**src/rtl/exc_seq_pkg.sv**
```systemverilog
// Shared types for the exception context sequencer.
package exc_seq_pkg;
    typedef enum logic [2:0] {
        ST_IDLE  = 3'd0,  // thread mode, no exception active
        ST_PUSH  = 3'd1,  // writing the context frame
        ST_FETCH = 3'd2,  // reading the vector table
        ST_HDL   = 3'd3,  // handler running
        ST_POP   = 3'd4   // reading the context frame back
    } seq_state_e;
endpackage

```
**src/rtl/exc_seq_ctrl.sv**
```systemverilog
// Sequencer control: state machine and frame beat counter.
// Assumes mem_ready is only meaningful while mem_req is high, and that
// exceptions are taken from thread mode only (the arbiter masks nesting).
module exc_seq_ctrl
    import exc_seq_pkg::*;
#(
    parameter int unsigned FRAME_WORDS = 8,
    parameter int unsigned PRIO_W      = 3,
    localparam int unsigned CNT_W      = $clog2(FRAME_WORDS)
) (
    input  logic              clk,
    input  logic              rst_n,
    input  logic              pend_valid,
    input  logic [PRIO_W-1:0] pend_prio,
    input  logic [PRIO_W-1:0] act_prio,
    input  logic              hret,
    input  logic              mem_ready,
    output seq_state_e        state,
    output logic [CNT_W-1:0]  cnt,
    output logic              mem_req,
    output logic              mem_we,
    output logic              load_act,
    output logic              sp_dec,
    output logic              sp_inc,
    output logic              hdl_load,
    output logic              clr_act
);
    localparam logic [CNT_W-1:0] LAST = CNT_W'(FRAME_WORDS - 1);

    seq_state_e       state_q, state_d;
    logic [CNT_W-1:0] cnt_q, cnt_d;

    // Next-state, beat counter and datapath strobes.
    always_comb begin
        state_d  = state_q;
        cnt_d    = cnt_q;
        mem_req  = 1'b0;
        mem_we   = 1'b0;
        load_act = 1'b0;
        sp_dec   = 1'b0;
        sp_inc   = 1'b0;
        hdl_load = 1'b0;
        clr_act  = 1'b0;
        unique case (state_q)
            ST_IDLE: begin
                if (pend_valid) begin
                    load_act = 1'b1;
                    cnt_d    = '0;
                    state_d  = ST_PUSH;
                end
            end
            ST_PUSH: begin
                mem_req = 1'b1;
                mem_we  = 1'b1;
                if (pend_valid && (pend_prio < act_prio)) load_act = 1'b1;
                if (mem_ready) begin
                    if (cnt_q == LAST) begin
                        sp_dec  = 1'b1;
                        cnt_d   = '0;
                        state_d = ST_FETCH;
                    end else begin
                        cnt_d = cnt_q + 1'b1;
                    end
                end
            end
            ST_FETCH: begin
                mem_req = 1'b1;
                if (mem_ready) begin
                    hdl_load = 1'b1;
                    state_d  = ST_HDL;
                end
            end
            ST_HDL: begin
                if (hret) begin
                    cnt_d = '0;
                    if (pend_valid) begin
                        load_act = 1'b1;
                        state_d  = ST_FETCH;
                    end else begin
                        state_d = ST_POP;
                    end
                end
            end
            ST_POP: begin
                mem_req = 1'b1;
                if (mem_ready) begin
                    if (pend_valid) begin
                        load_act = 1'b1;
                        cnt_d    = '0;
                        state_d  = ST_FETCH;
                    end else if (cnt_q == LAST) begin
                        sp_inc  = 1'b1;
                        clr_act = 1'b1;
                        cnt_d   = '0;
                        state_d = ST_IDLE;
                    end else begin
                        cnt_d = cnt_q + 1'b1;
                    end
                end
            end
            default: state_d = ST_IDLE;
        endcase
    end

    // State and counter registers.
    always_ff @(posedge clk) begin
        if (!rst_n) begin
            state_q <= ST_IDLE;
            cnt_q   <= '0;
        end else begin
            state_q <= state_d;
            cnt_q   <= cnt_d;
        end
    end

    assign state = state_q;
    assign cnt   = cnt_q;

    AST_STALL_HOLD: assert property (@(posedge clk) disable iff (!rst_n)
        (mem_req && !mem_ready) |=> ($stable(state_q) && $stable(cnt_q)));
endmodule

```
**src/rtl/exc_seq_dp.sv**
```systemverilog
// Sequencer datapath: stack pointer, active exception, beat address
// generation and handler address capture. Driven entirely by strobes
// from exc_seq_ctrl; the stack pointer moves only at frame boundaries.
module exc_seq_dp
    import exc_seq_pkg::*;
#(
    parameter int unsigned ADDR_W      = 32,
    parameter int unsigned DATA_W      = 32,
    parameter int unsigned EXC_W       = 4,
    parameter int unsigned PRIO_W      = 3,
    parameter int unsigned FRAME_WORDS = 8,
    parameter logic [ADDR_W-1:0] SP_INIT   = '0,
    parameter logic [ADDR_W-1:0] VTAB_BASE = '0,
    localparam int unsigned CNT_W      = $clog2(FRAME_WORDS)
) (
    input  logic              clk,
    input  logic              rst_n,
    input  seq_state_e        state,
    input  logic [CNT_W-1:0]  cnt,
    input  logic              load_act,
    input  logic              sp_dec,
    input  logic              sp_inc,
    input  logic              hdl_load,
    input  logic              clr_act,
    input  logic [EXC_W-1:0]  pend_num,
    input  logic [PRIO_W-1:0] pend_prio,
    input  logic [DATA_W-1:0] mem_rdata,
    output logic [ADDR_W-1:0] mem_addr,
    output logic [CNT_W-1:0]  mem_slot,
    output logic [ADDR_W-1:0] sp,
    output logic [DATA_W-1:0] handler_addr,
    output logic              branch,
    output logic              act_upd,
    output logic              act_valid,
    output logic [EXC_W-1:0]  act_num,
    output logic [PRIO_W-1:0] act_prio
);
    localparam logic [ADDR_W-1:0] FRAME_BYTES = ADDR_W'(FRAME_WORDS * 4);
    localparam logic [CNT_W-1:0]  LAST        = CNT_W'(FRAME_WORDS - 1);

    logic [ADDR_W-1:0] sp_q;
    logic [ADDR_W-1:0] word_off;

    assign word_off = ADDR_W'(cnt) << 2;

    // Beat address and frame slot for the current state.
    always_comb begin
        mem_addr = '0;
        mem_slot = '0;
        unique case (state)
            ST_PUSH: begin
                mem_addr = sp_q - word_off - ADDR_W'(4);
                mem_slot = cnt;
            end
            ST_FETCH: mem_addr = VTAB_BASE + (ADDR_W'(act_num) << 2);
            ST_POP: begin
                mem_addr = sp_q + word_off;
                mem_slot = LAST - cnt;
            end
            default: mem_addr = '0;
        endcase
    end

    // Stack pointer: moves by one frame when a push or pop frame completes.
    always_ff @(posedge clk) begin
        if (!rst_n)      sp_q <= SP_INIT;
        else if (sp_dec) sp_q <= sp_q - FRAME_BYTES;
        else if (sp_inc) sp_q <= sp_q + FRAME_BYTES;
    end

    // Active exception record and its update strobe.
    always_ff @(posedge clk) begin
        if (!rst_n) begin
            act_valid <= 1'b0;
            act_num   <= '0;
            act_prio  <= '0;
            act_upd   <= 1'b0;
        end else begin
            act_upd <= load_act;
            if (load_act) begin
                act_valid <= 1'b1;
                act_num   <= pend_num;
                act_prio  <= pend_prio;
            end else if (clr_act) begin
                act_valid <= 1'b0;
            end
        end
    end

    // Handler address capture and branch strobe.
    always_ff @(posedge clk) begin
        if (!rst_n) begin
            handler_addr <= '0;
            branch       <= 1'b0;
        end else begin
            branch <= hdl_load;
            if (hdl_load) handler_addr <= mem_rdata;
        end
    end

    assign sp = sp_q;

    AST_SP_STEP: assert property (@(posedge clk) disable iff (!rst_n)
        !$stable(sp_q) |-> ((sp_q == $past(sp_q) - FRAME_BYTES) || (sp_q == $past(sp_q) + FRAME_BYTES)));
    AST_BRANCH_PULSE: assert property (@(posedge clk) disable iff (!rst_n)
        branch |=> !branch);
    AST_LATE_MORE_URGENT: assert property (@(posedge clk) disable iff (!rst_n)
        (load_act && state == ST_PUSH) |=> (act_prio < $past(act_prio)));
    AST_POP_ABORT_KEEPS_SP: assert property (@(posedge clk) disable iff (!rst_n)
        (load_act && state == ST_POP) |=> $stable(sp_q));
    AST_BRANCH_ACTIVE: assert property (@(posedge clk) disable iff (!rst_n)
        branch |-> act_valid);
endmodule

```
**src/rtl/exc_seq.sv**
```systemverilog
// Exception context sequencer top: pushes a context frame on exception
// entry, fetches the handler vector, pops on return, and applies tail
// chaining, late arrival and pop preemption. Assumes a single-beat,
// ready-handshaked memory port and an external priority arbiter.
module exc_seq
    import exc_seq_pkg::*;
#(
    parameter int unsigned ADDR_W      = 32,
    parameter int unsigned DATA_W      = 32,
    parameter int unsigned NUM_EXC     = 16,
    parameter int unsigned PRIO_W      = 3,
    parameter int unsigned FRAME_WORDS = 8,
    parameter logic [ADDR_W-1:0] SP_INIT   = 32'h2000_1000,
    parameter logic [ADDR_W-1:0] VTAB_BASE = '0,
    localparam int unsigned EXC_W      = $clog2(NUM_EXC),
    localparam int unsigned CNT_W      = $clog2(FRAME_WORDS)
) (
    input  logic              clk,
    input  logic              rst_n,
    input  logic              pend_valid,
    input  logic [EXC_W-1:0]  pend_num,
    input  logic [PRIO_W-1:0] pend_prio,
    input  logic              hret,
    input  logic              mem_ready,
    input  logic [DATA_W-1:0] mem_rdata,
    output logic              mem_req,
    output logic              mem_we,
    output logic [ADDR_W-1:0] mem_addr,
    output logic [CNT_W-1:0]  mem_slot,
    output logic [ADDR_W-1:0] sp,
    output logic [DATA_W-1:0] handler_addr,
    output logic              branch,
    output logic              act_upd,
    output logic              act_valid,
    output logic [EXC_W-1:0]  act_num,
    output logic [PRIO_W-1:0] act_prio
);
    seq_state_e       state;
    logic [CNT_W-1:0] cnt;
    logic             load_act, sp_dec, sp_inc, hdl_load, clr_act;

    exc_seq_ctrl #(
        .FRAME_WORDS(FRAME_WORDS),
        .PRIO_W     (PRIO_W)
    ) u_ctrl (
        .clk       (clk),
        .rst_n     (rst_n),
        .pend_valid(pend_valid),
        .pend_prio (pend_prio),
        .act_prio  (act_prio),
        .hret      (hret),
        .mem_ready (mem_ready),
        .state     (state),
        .cnt       (cnt),
        .mem_req   (mem_req),
        .mem_we    (mem_we),
        .load_act  (load_act),
        .sp_dec    (sp_dec),
        .sp_inc    (sp_inc),
        .hdl_load  (hdl_load),
        .clr_act   (clr_act)
    );

    exc_seq_dp #(
        .ADDR_W     (ADDR_W),
        .DATA_W     (DATA_W),
        .EXC_W      (EXC_W),
        .PRIO_W     (PRIO_W),
        .FRAME_WORDS(FRAME_WORDS),
        .SP_INIT    (SP_INIT),
        .VTAB_BASE  (VTAB_BASE)
    ) u_dp (
        .clk         (clk),
        .rst_n       (rst_n),
        .state       (state),
        .cnt         (cnt),
        .load_act    (load_act),
        .sp_dec      (sp_dec),
        .sp_inc      (sp_inc),
        .hdl_load    (hdl_load),
        .clr_act     (clr_act),
        .pend_num    (pend_num),
        .pend_prio   (pend_prio),
        .mem_rdata   (mem_rdata),
        .mem_addr    (mem_addr),
        .mem_slot    (mem_slot),
        .sp          (sp),
        .handler_addr(handler_addr),
        .branch      (branch),
        .act_upd     (act_upd),
        .act_valid   (act_valid),
        .act_num     (act_num),
        .act_prio    (act_prio)
    );
endmodule

```
**config.mk**
```make
export PLATFORM = sky130hd
export DESIGN_NAME = exc_seq
export DESIGN_NICKNAME = d
export VERILOG_FILES = /design/src/rtl/exc_seq_pkg.sv /design/src/rtl/exc_seq_ctrl.sv /design/src/rtl/exc_seq_dp.sv /design/src/rtl/exc_seq.sv
export SDC_FILE = /design/constraint.sdc
export NUM_CORES = 1
export LEC_CHECK = 0
export ABC_CLOCK_PERIOD_IN_PS = 4000
export BUFFER_PORTS_ARGS = -buffer_cell sky130_fd_sc_hd__buf_2
export CAP_MARGIN = 5
export CORE_ASPECT_RATIO = 1.75
export CORE_MARGIN = 5
export CORE_UTILIZATION = 53
export CTS_CLUSTER_SIZE = 16
export DETAILED_ROUTE_END_ITERATION = 8
export HOLD_SLACK_MARGIN = 0.1
export PLACE_DENSITY = 0.85
export SLEW_MARGIN = 20
export SYNTH_ARGS = -nofsm -noshare
export SYNTH_HDL_FRONTEND = slang
export SYNTH_SLANG_ARGS = --single-unit
```
**constraint.sdc**
```tcl
create_clock -name clk -period 4 [get_ports clk]
set_input_delay 0.6 -clock clk [delete_from_list [all_inputs] [get_ports clk]]
set_output_delay 0.6 -clock clk [all_outputs]
set_load 0.02 [all_outputs]
```
## Yosys cells after proc, flatten, opt, wreduce, memory -nomap -nowiden

Cells that the tools add are included.

- Muxes and demuxes: 38
- Add/subtract/negate cells: 7
- Reduce and logical (&&, ||, !) cells: 8
- Bitwise gates (word level): 0
- Equality and inequality tests: 12
- Magnitude comparators: 1
- Div/mod/pow operators: 0
- Shifts and indexed selects: 0
- Multiply operators: 0

Operators with widths:

| operator | count |
|---|---|
| $pmux W32 S3 | 1 |
| $mux W32 | 2 |
| $mux W3 | 15 |
| $add A32 B5 Y32 | 1 |
| $add A32 B6 Y32 const B | 1 |
| $sub A32 B3 Y32 const B | 1 |
| $sub A32 B5 Y32 | 1 |
| $sub A32 B6 Y32 const B | 1 |
| $mux W1 | 16 |
| $pmux W3 S5 | 1 |
| $pmux W3 S4 | 1 |
| $ne A2 B2 Y1 const B | 5 |
| $reduce_and A7 Y1 | 1 |
| $eq A3 B2 Y1 const B | 2 |
| $eq A3 B3 Y1 const B | 2 |
| $pmux W3 S2 | 1 |
| $reduce_and A5 Y1 | 1 |
| $pmux W1 S4 | 1 |
| $reduce_bool A2 Y1 | 2 |
| $reduce_bool A4 Y1 | 1 |
| $add A3 B1 Y3 const B | 1 |
| $eq A3 B1 Y1 const B | 1 |
| $logic_not A3 Y1 | 1 |
| $lt A3 B3 Y1 | 1 |
| other kinds (5) | 5 |

- Memories kept: 0
- Logic and storage cells: 75
- ROM bits: 0
- Memory bits (writable): 0
- Input bits: 44
- Flip-flop bits (word level): 80
- Output and inout port bits: 111
- Bits in latches: 0

## Depth between registers and ports, before layout

Gate-level depths: netlist of the first run.

- Depth after elaboration: 7
- Gate-level depth with buffers: 15
- Mapped depth without buffers: 13

## Modules after synthesis

A second synthesis of the first run with hierarchy kept.

- Cell total of the unflattened synthesis: 724
- Area, all modules: 5545.3 um^2

By module, submodules not included:

| module | seq. area each (um^2) | cells an instance | area an instance (um^2) | times used |
|---|---|---|---|---|
| exc_seq_dp | 1381.3 | 650 | 4947.2 | 1 |
| exc_seq_ctrl | 120.1 | 74 | 598.1 | 1 |

## Least setup slack after synthesis of the first run

Ideal clock, no wire load.

- Path type: flip-flop to flip-flop
- From: register u_ctrl.state_q[1], in the netlist u_ctrl.state[1]
- To: register u_dp.sp_q[31], in the netlist u_dp.sp[31]
- Clock period less this slack: 3.649 ns
- Stages on the path, launching flop included: 16
- Arrival: 3.578 ns
- Buffers on the path: 2
- Setup slack: 0.351 ns
- Data required time: 3.928 ns
- Library setup time: 0.072 ns
- Cell sequence: dfxtp_1 > buf_2 > and2b_1 > nand2_2 > inv_2 > nand3_1 > inv_1 > ha_1 > buf_6 > and4_4 > and2_4 > a221o_1 > a21oi_4 > a31oi_1 > o311ai_1 > mux2i_1

- Cells in the longest elaborated chain, start to end: 3
- Elaborated cells on any way between the ends: 6
- Those cells by class: eq/ne: 2; mux: 3; reduce/logical: 1

RTL lines:

| item | line | RTL |
|---|---|---|
| start: declaration | exc_seq_ctrl.sv:30 | `seq_state_e state_q, state_d;` |
| start signal: assignment | exc_seq_ctrl.sv:111 | `state_q <= state_d;` |
| $eq A3 B1 Y1 / $eq A3 B3 Y1 (equally long branches) | exc_seq_ctrl.sv:44 | `unique case (state_q)` |
| $mux W1 | exc_seq_ctrl.sv:44 |  |
| $mux W32 / $reduce_bool A2 Y1 (equally long branches) | -- |  |
| end signal: assignment | exc_seq_dp.sv:67 | `else if (sp_dec) sp_q <= sp_q - FRAME_BYTES;` |
| end signal: assignment | exc_seq_dp.sv:68 | `else if (sp_inc) sp_q <= sp_q + FRAME_BYTES;` |
| end: declaration | exc_seq_dp.sv:41 | `logic [ADDR_W-1:0] sp_q;` |

Several ways; a longest one is shown, not always the timed one.
A chain may end at the register's enable or synchronous reset.

## Worst setup path in the final report of the first run

- From: register u_ctrl.cnt_q[0], in the netlist u_ctrl.cnt[0]
- To: output port mem_addr[30]

- Cells in the longest elaborated chain, start to end: 3
- Elaborated cells on any way between the ends: 4
- Those cells by class: add/sub: 3; mux: 1

RTL lines:

| item | line | RTL |
|---|---|---|
| start: declaration | exc_seq_ctrl.sv:31 | `logic [CNT_W-1:0] cnt_q, cnt_d;` |
| start signal: assignment | exc_seq_ctrl.sv:112 | `cnt_q <= cnt_d;` |
| $sub A32 B5 Y32 | exc_seq_dp.sv:52 | `mem_addr = sp_q - word_off - ADDR_W'(4);` |
| $sub A32 B3 Y32 | exc_seq_dp.sv:52 |  |
| $pmux W32 S3 * | exc_seq_dp.sv:50 | `unique case (state)` |
| end: declaration | exc_seq.sv:28 | `output logic [ADDR_W-1:0] mem_addr,` |

Mark *: on every way between the ends. The rest lies on a longest branch, timed or not.

==> impl_metrics.json, run 1 <==
{
  "status": "finished clean",
  "synth_top_area_share_pct": 27.1,
  "placed_area_mm2": 0.00631,
  "synthTopCellsByArea": "dfxtp_1, nand2_1, ha_1, a21boi_0, o21ai_0",
  "ys_ff_latch": 75,
  "async_reset_ff_share_pct": 0,
  "p_leak_nw": 3.07,
  "clock-root-buffer": "clkbuf_16",
  "antenna_found_initial": 0,
  "cts_buffers": 9,
  "h-tree-depth": 3,
  "cp.arrival_ns": 3.14,
  "drive_gt1_share_pct": 22.4,
  "synth_warnings": 0,
  "path_clk_slew_ns": 0.07,
  "dieArea_mm2": 0.0127,
  "required_ns": 3.40,
  "hold_violations": 0,
  "num_antenna_cells": 0,
  "yosysSeqAreaShare_pct": 27.1,
  "maxCapViolCount": 0,
  "synth_largest_area_cell": "dfxtp_1",
  "cp_max_fo": 6,
  "wl_um": 16700,
  "synth.most_common_cell": "nand2_1",
  "path_common_cell": "o21ai_0",
  "synth_edf_count": 0,
  "drtPass1Iterations": 7,
  "drc_errors": 0,
  "tritoncts": "done",
  "path_cells": "inv_1, ha_1, o21a_1, o21ai_0, and4_1, and2_1, nand4_1, or3_1, o21ai_0, buf_2",
  "r2r-start": "u_ctrl.cnt[1]",
  "power_density_mw_per_mm2": 417,
  "synth_top_flop_cell": "dfxtp_1",
  "min_path_type": "register to register",
  "worstSetupStartpointType": "register",
  "initial_core_util_pct": 54.0,
  "crit_path_max_incr_delay_ns": 0.43,
  "wl_per_cell_um": 16.8,
  "fillCellCount": 931,
  "fin_setup_tns_ns": 0,
  "tightest_slew_ns": 0.807,
  "cts_setup_buffers": 0,
  "ir_worst_vdd_mv": 0.321,
  "crit_buf_inv": 2,
  "ys_top_cells_by_count": "nand2_1, dfxtp_1, o21ai_0",
  "grt_max_degree": 39,
  "period_needed_ns": 3.74,
  "slowest_stage": "dfxtp_1",
  "nets": 939,
  "rsz0062_at_grt": "false",
  "post-route-period-util_pct": 93.5,
  "clk_latency_ns": 0.34,
  "ant_nets": 0,
  "dpl.hpwl_um": 12600,
  "fin_skew_ns": 0.00974,
  "core_area_mm2": 0.0102,
  "cp-startpoint": "u_ctrl.cnt[0]",
  "relSlewSlack_pct": 46.0,
  "gr-total-overflow": 0,
  "endpoint_kind": "primary output",
  "fmax_ghz": 0.267,
  "port_buffers": 147,
  "die_h_um": 145,
  "setup_viol": 0,
  "grt_pass1_wl_um": 27300,
  "cts_resized": 0,
  "drt-initial-drc-count": 380,
  "report.final.slew_viol_count": 0,
  "crit_family": "simple AND/OR/NAND/NOR gates",
  "clkSinkCount": 75,
  "area_delta_synth_final_pct": 19.5,
  "place.gp.congestion": 0.954,
  "hold_start": "u_dp.handler_addr[2]",
  "grt_pass1_vias": 5734,
  "crit_type": "register to primary output",
  "seqCellArea_mm2": 0.00150,
  "placed_cells": 977,
  "row_count": 49,
  "num_vias": 5901,
  "syn_area_per_cell_um2": 7.51,
  "cts_hold_buf": 0,
  "synth.distinct_cells": 75,
  "fin_cells": 993,
  "fin_area_mm2": 0.00661,
  "syn_inst": 737,
  "die_w_um": 87.2,
  "multi_input_area_mm2": 0.00372,
  "netlist_area_mm2": 0.00553,
  "ios": 155,
  "vias_per_cell": 5.94,
  "track_usage_pct": 26.3,
  "clk_path_buf_depth": 2
}
==> worst paths after layout <==
check                                       endpoint  slack (ns)  cells past startpoint
worst max-delay path                    mem_addr[30]        0.26                     10
worst min-delay path            u_dp.handler_addr[2]        0.46                      2
worst max register to register           u_dp.sp[31]        0.40                     13
worst min register to register  u_dp.handler_addr[2]        0.46                      2
==> worst register-to-register path: cells and delay by family (launching register included) <==
kind	cells	cell delay [ns]
flip-flops	1	0.43
AND/OR/NAND/NOR	3	0.66
multiplexers	1	0.24
AO/OA/AOI/OAI	4	1.08
buffers and inverters	2	0.38
adder cells (fa/ha/maj)	3	0.70
==> power by group <==
part           leakage [nW]  internal, mW  switching (mW)
registers             0.607         0.819          0.0424
clock network         0.147         0.446           0.384
logic                  2.32         0.371           0.693
total                  3.07          1.64            1.12
==> area by class of cell <==
cell class                 count  share of cell area, %
multi-input combinational    592                   56.2
sequential                    75                   22.7
timing repair buffer         160                   12.8
clock buffer                   9                   3.41
tap                          127                   2.40
inverter                      23                   1.31
clock inverter                 7                   1.17
==> kinds of logic (layout without fill, tap and decap cells) <==
group | after synthesis | in the layout | share of synthesized area (%)
other | 1 | 7 | 0.0678
AO/OA/AOI/OAI | 231 | 231 | 27.7
XOR/XNOR | 21 | 21 | 3.32
buffers and inverters | 76 | 199 | 6.13
adder cells (fa/ha/maj) | 34 | 34 | 7.82
flip-flops | 75 | 75 | 27.1
AND/OR/NAND/NOR | 288 | 288 | 25.8
multiplexers | 11 | 11 | 2.01
==> sequential cells by signal (all words and copies together), names as in the netlist <==
| name | cells |
|---|---|
| u_dp.handler_addr | 32 |
| u_dp.sp | 27 |
| u_dp.act_num | 4 |
| u_ctrl.cnt | 3 |
| u_ctrl.state | 3 |
| u_dp.act_prio | 3 |
| u_dp.act_upd | 1 |
| u_dp.act_valid | 1 |
| u_dp.branch | 1 |
==> layout by cell type (no fill, tap or decap), types with 12 or more instances in the layout <==
master,count
nand3_1,16
o21ai_0,56
nand2_1,135
a21o_1,21
ha_1,33
a21boi_0,39
and2_1,14
inv_1,22
nor2b_1,15
dfxtp_1,75
buf_4,12
buf_2,147
a21oi_1,42
nor3_1,16
nor2_1,32
==> layer usage <==
layer | share of wire, % | wire length, um | up-vias | track usage (%)
li1 | - | - | 2864 | -
met1 | 37 | 6200 | 2689 | 29.2
met2 | 50 | 8330 | 278 | 45.2
met3 | 7.8 | 1310 | 70 | 6.01
met4 | 5.2 | 873 | 0 | 14.4
met5 | 0 | 0 | - | 0
==> per-stage QoR <==
step                setup slack [ns]  util, %  hold WS, ns  total power [mW]
global placement               0.581     61.6        0.446              1.92
floorplan                      0.351        -        0.496              1.63
global route                  0.0484     64.6        0.493              2.91
CTS                            0.274     64.6        0.463              2.76
finish                         0.260     64.6        0.458              2.75
detailed placement             0.461     61.6        0.453              1.93
No activity file was read; power rests on OpenSTA's default activity.
==> run 2: changes to the inputs <==
--- a/config.mk
+++ b/config.mk
@@ -6,15 +6,16 @@
 export NUM_CORES = 1
 export LEC_CHECK = 0
 export ABC_CLOCK_PERIOD_IN_PS = 4000
-export BUFFER_PORTS_ARGS = -buffer_cell sky130_fd_sc_hd__buf_2
 export CAP_MARGIN = 5
 export CORE_ASPECT_RATIO = 1.75
 export CORE_MARGIN = 5
-export CORE_UTILIZATION = 53
+export CORE_UTILIZATION = 55
 export CTS_CLUSTER_SIZE = 16
 export DETAILED_ROUTE_END_ITERATION = 8
+export DONT_BUFFER_PORTS = 1
 export HOLD_SLACK_MARGIN = 0.1
-export PLACE_DENSITY = 0.85
+export PLACE_DENSITY = 0.74
+export SETUP_SLACK_MARGIN = 0.1
 export SLEW_MARGIN = 20
 export SYNTH_ARGS = -nofsm -noshare
 export SYNTH_HDL_FRONTEND = slang
==> constraint.sdc (replaced) <==
create_clock -name clk -period 4 [get_ports clk]
set_input_delay 0.8 -clock clk [delete_from_list [all_inputs] [get_ports clk]]
set_output_delay 0.8 -clock clk [all_outputs]
set_load 0.02 [all_outputs]
==> run 2 against run 1 <==
Compared with the run above:
- cell area decreased by 7.7%
- critical path type unchanged
- flip-flop and latch count unchanged
- setup slack got worse by 0.022 ns
==> impl_metrics.json, run 2 (synthesis gave the netlist of run 1 again) <==
{
  "status": "finished clean",
  "h-tree-depth": 3,
  "grt_max_degree": 76,
  "final_common_cell": "nand2_1",
  "wl_per_cell_um": 19.6,
  "clock-root-buffer": "clkbuf_16",
  "place.gp.congestion": 0.937,
  "tritoncts": "done",
  "largest_register": "u_dp.handler_addr",
  "grt_pass1_wl_um": 27100,
  "num_vias": 5473,
  "cp_max_fo": 8,
  "fmax_ghz": 0.266,
  "drt-initial-drc-count": 409,
  "placed_cells": 845,
  "post-route-period-util_pct": 94.0,
  "port_buffers": 0,
  "report.final.slew_viol_count": 0,
  "clkSinkCount": 75,
  "holdWs_ns": 0.543,
  "nets": 816,
  "tightest_slew_ns": 0.808,
  "gr-total-overflow": 0,
  "grt_pass1_vias": 5401,
  "fillCellCount": 932,
  "ios": 155,
  "area_delta_synth_final_pct": 10.3,
  "period_needed_ns": 3.76,
  "worstSetupStartpointType": "register",
  "dieArea_mm2": 0.0122,
  "fin_setup_tns_ns": 0,
  "track_usage_pct": 27.9,
  "rsz0062_at_grt": "false",
  "fin_skew_ns": 0.0129,
  "hold_violations": 0,
  "dpl.hpwl_um": 12700,
  "drive_gt1_share_pct": 10.2,
  "initial_core_util_pct": 56.2,
  "mostFrequentLayoutCells": "nand2_1, dfxtp_1, o21ai_0, a21oi_1, a21boi_0",
  "vias_per_cell": 6.31,
  "antenna_found_initial": 0,
  "setup_viol": 0,
  "drtPass1Iterations": 5,
  "min_path_type": "register to register",
  "drc_errors": 0,
  "relSlewSlack_pct": 46.0,
  "die_w_um": 85.8,
  "fin_area_mm2": 0.00610,
  "crit_type": "register to primary output",
  "cts_hold_buf": 0,
  "core_area_mm2": 0.00985,
  "maxCapViolCount": 0,
  "largest_reg_flops": 32,
  "power_density_mw_per_mm2": 445,
  "fin_cells": 868,
  "finish.utilization_pct": 62.0,
  "required_ns": 3.20,
  "path_clk_slew_ns": 0.07,
  "wl_um": 17000,
  "endpoint_kind": "primary output",
  "ant_nets": 0,
  "cts_buffers": 9,
  "clk_latency_ns": 0.35,
  "num_antenna_cells": 0,
  "row_count": 48,
  "die_h_um": 143,
  "clk_path_buf_depth": 2,
  "ir_worst_vdd_mv": 0.353,
  "p_leak_nw": 2.48,
  "cp.arrival_ns": 2.96,
  "placed_area_mm2": 0.00568
}
## run 2: cell types whose count changed in the layout (fill, tap and decap cells not counted), moves of 2 or more
| cell | previous run | this run |
|---|---|---|
| buf_2 | 147 | 0 |
| bufinv_16 | 0 | 2 |
| o21ai_0 | 56 | 54 |
| inv_8 | 4 | 2 |
| buf_4 | 12 | 36 |
## run 2: final cells by class
cell class              count  area (um2)  area share (%)
multi-input cells         592        3730            61.2
flip-flops and latches     75        1500            24.6
repair buffers             37         290            4.76
clock buffers               9         225            3.69
well taps                 125         156            2.56
clock inverters             7         108            1.76
inverters                  23        90.1            1.48
## run 2: critical path, stage by stage (launching register included)
cell	delay, ns
dfxtp_1	0.44
inv_1	0.16
ha_1	0.37
a21o_1	0.20
a21oi_1	0.24
o211a_4	0.23
and3_2	0.28
and4_1	0.25
o21ai_1	0.07
a22o_1	0.35
## run 2: final timing paths
| path | start | endpoint | slack (ns) | cells after the start |
|---|---|---|---|---|
| max | u_ctrl.cnt[0] | mem_addr[31] | 0.24 | 9 |
| max reg2reg | u_ctrl.cnt[0] | u_dp.sp[25] | 0.39 | 13 |
| min reg2reg | u_ctrl.cnt[2] | u_ctrl.cnt[2] | 0.54 | 2 |
| min | u_ctrl.cnt[2] | u_ctrl.cnt[2] | 0.54 | 2 |
## run 2: per-stage QoR
stage               power [mW]  setup WS [ns]
CTS                       2.73          0.194
floorplan                 1.63          0.330
finish                    2.72          0.239
detailed placement        1.80          0.336
global placement          1.78          0.344
global route              2.85          0.107
## run 2: per-layer routing
metal  wire length (um)  vias up  track usage [%]
li1                   -     2620                -
met1               6050     2517             29.2
met2               8610      265             48.5
met3               1390       71             7.45
met4                969        0             17.8
met5                  0        -                0
## run 2: report_power, final
part           total, mW  leakage (nW)  internal, mW  switching (mW)
registers          0.946         0.607         0.820           0.127
clock network      0.914         0.160         0.558           0.356
logic              0.858          1.71         0.286           0.573
total               2.72          2.48          1.66            1.05
## run 2: repair_timing
action                     4_1_cts  5_1_grt
setup endpoints to repair        1       11
gates resized for setup          1        5
buffers inserted                 0        7
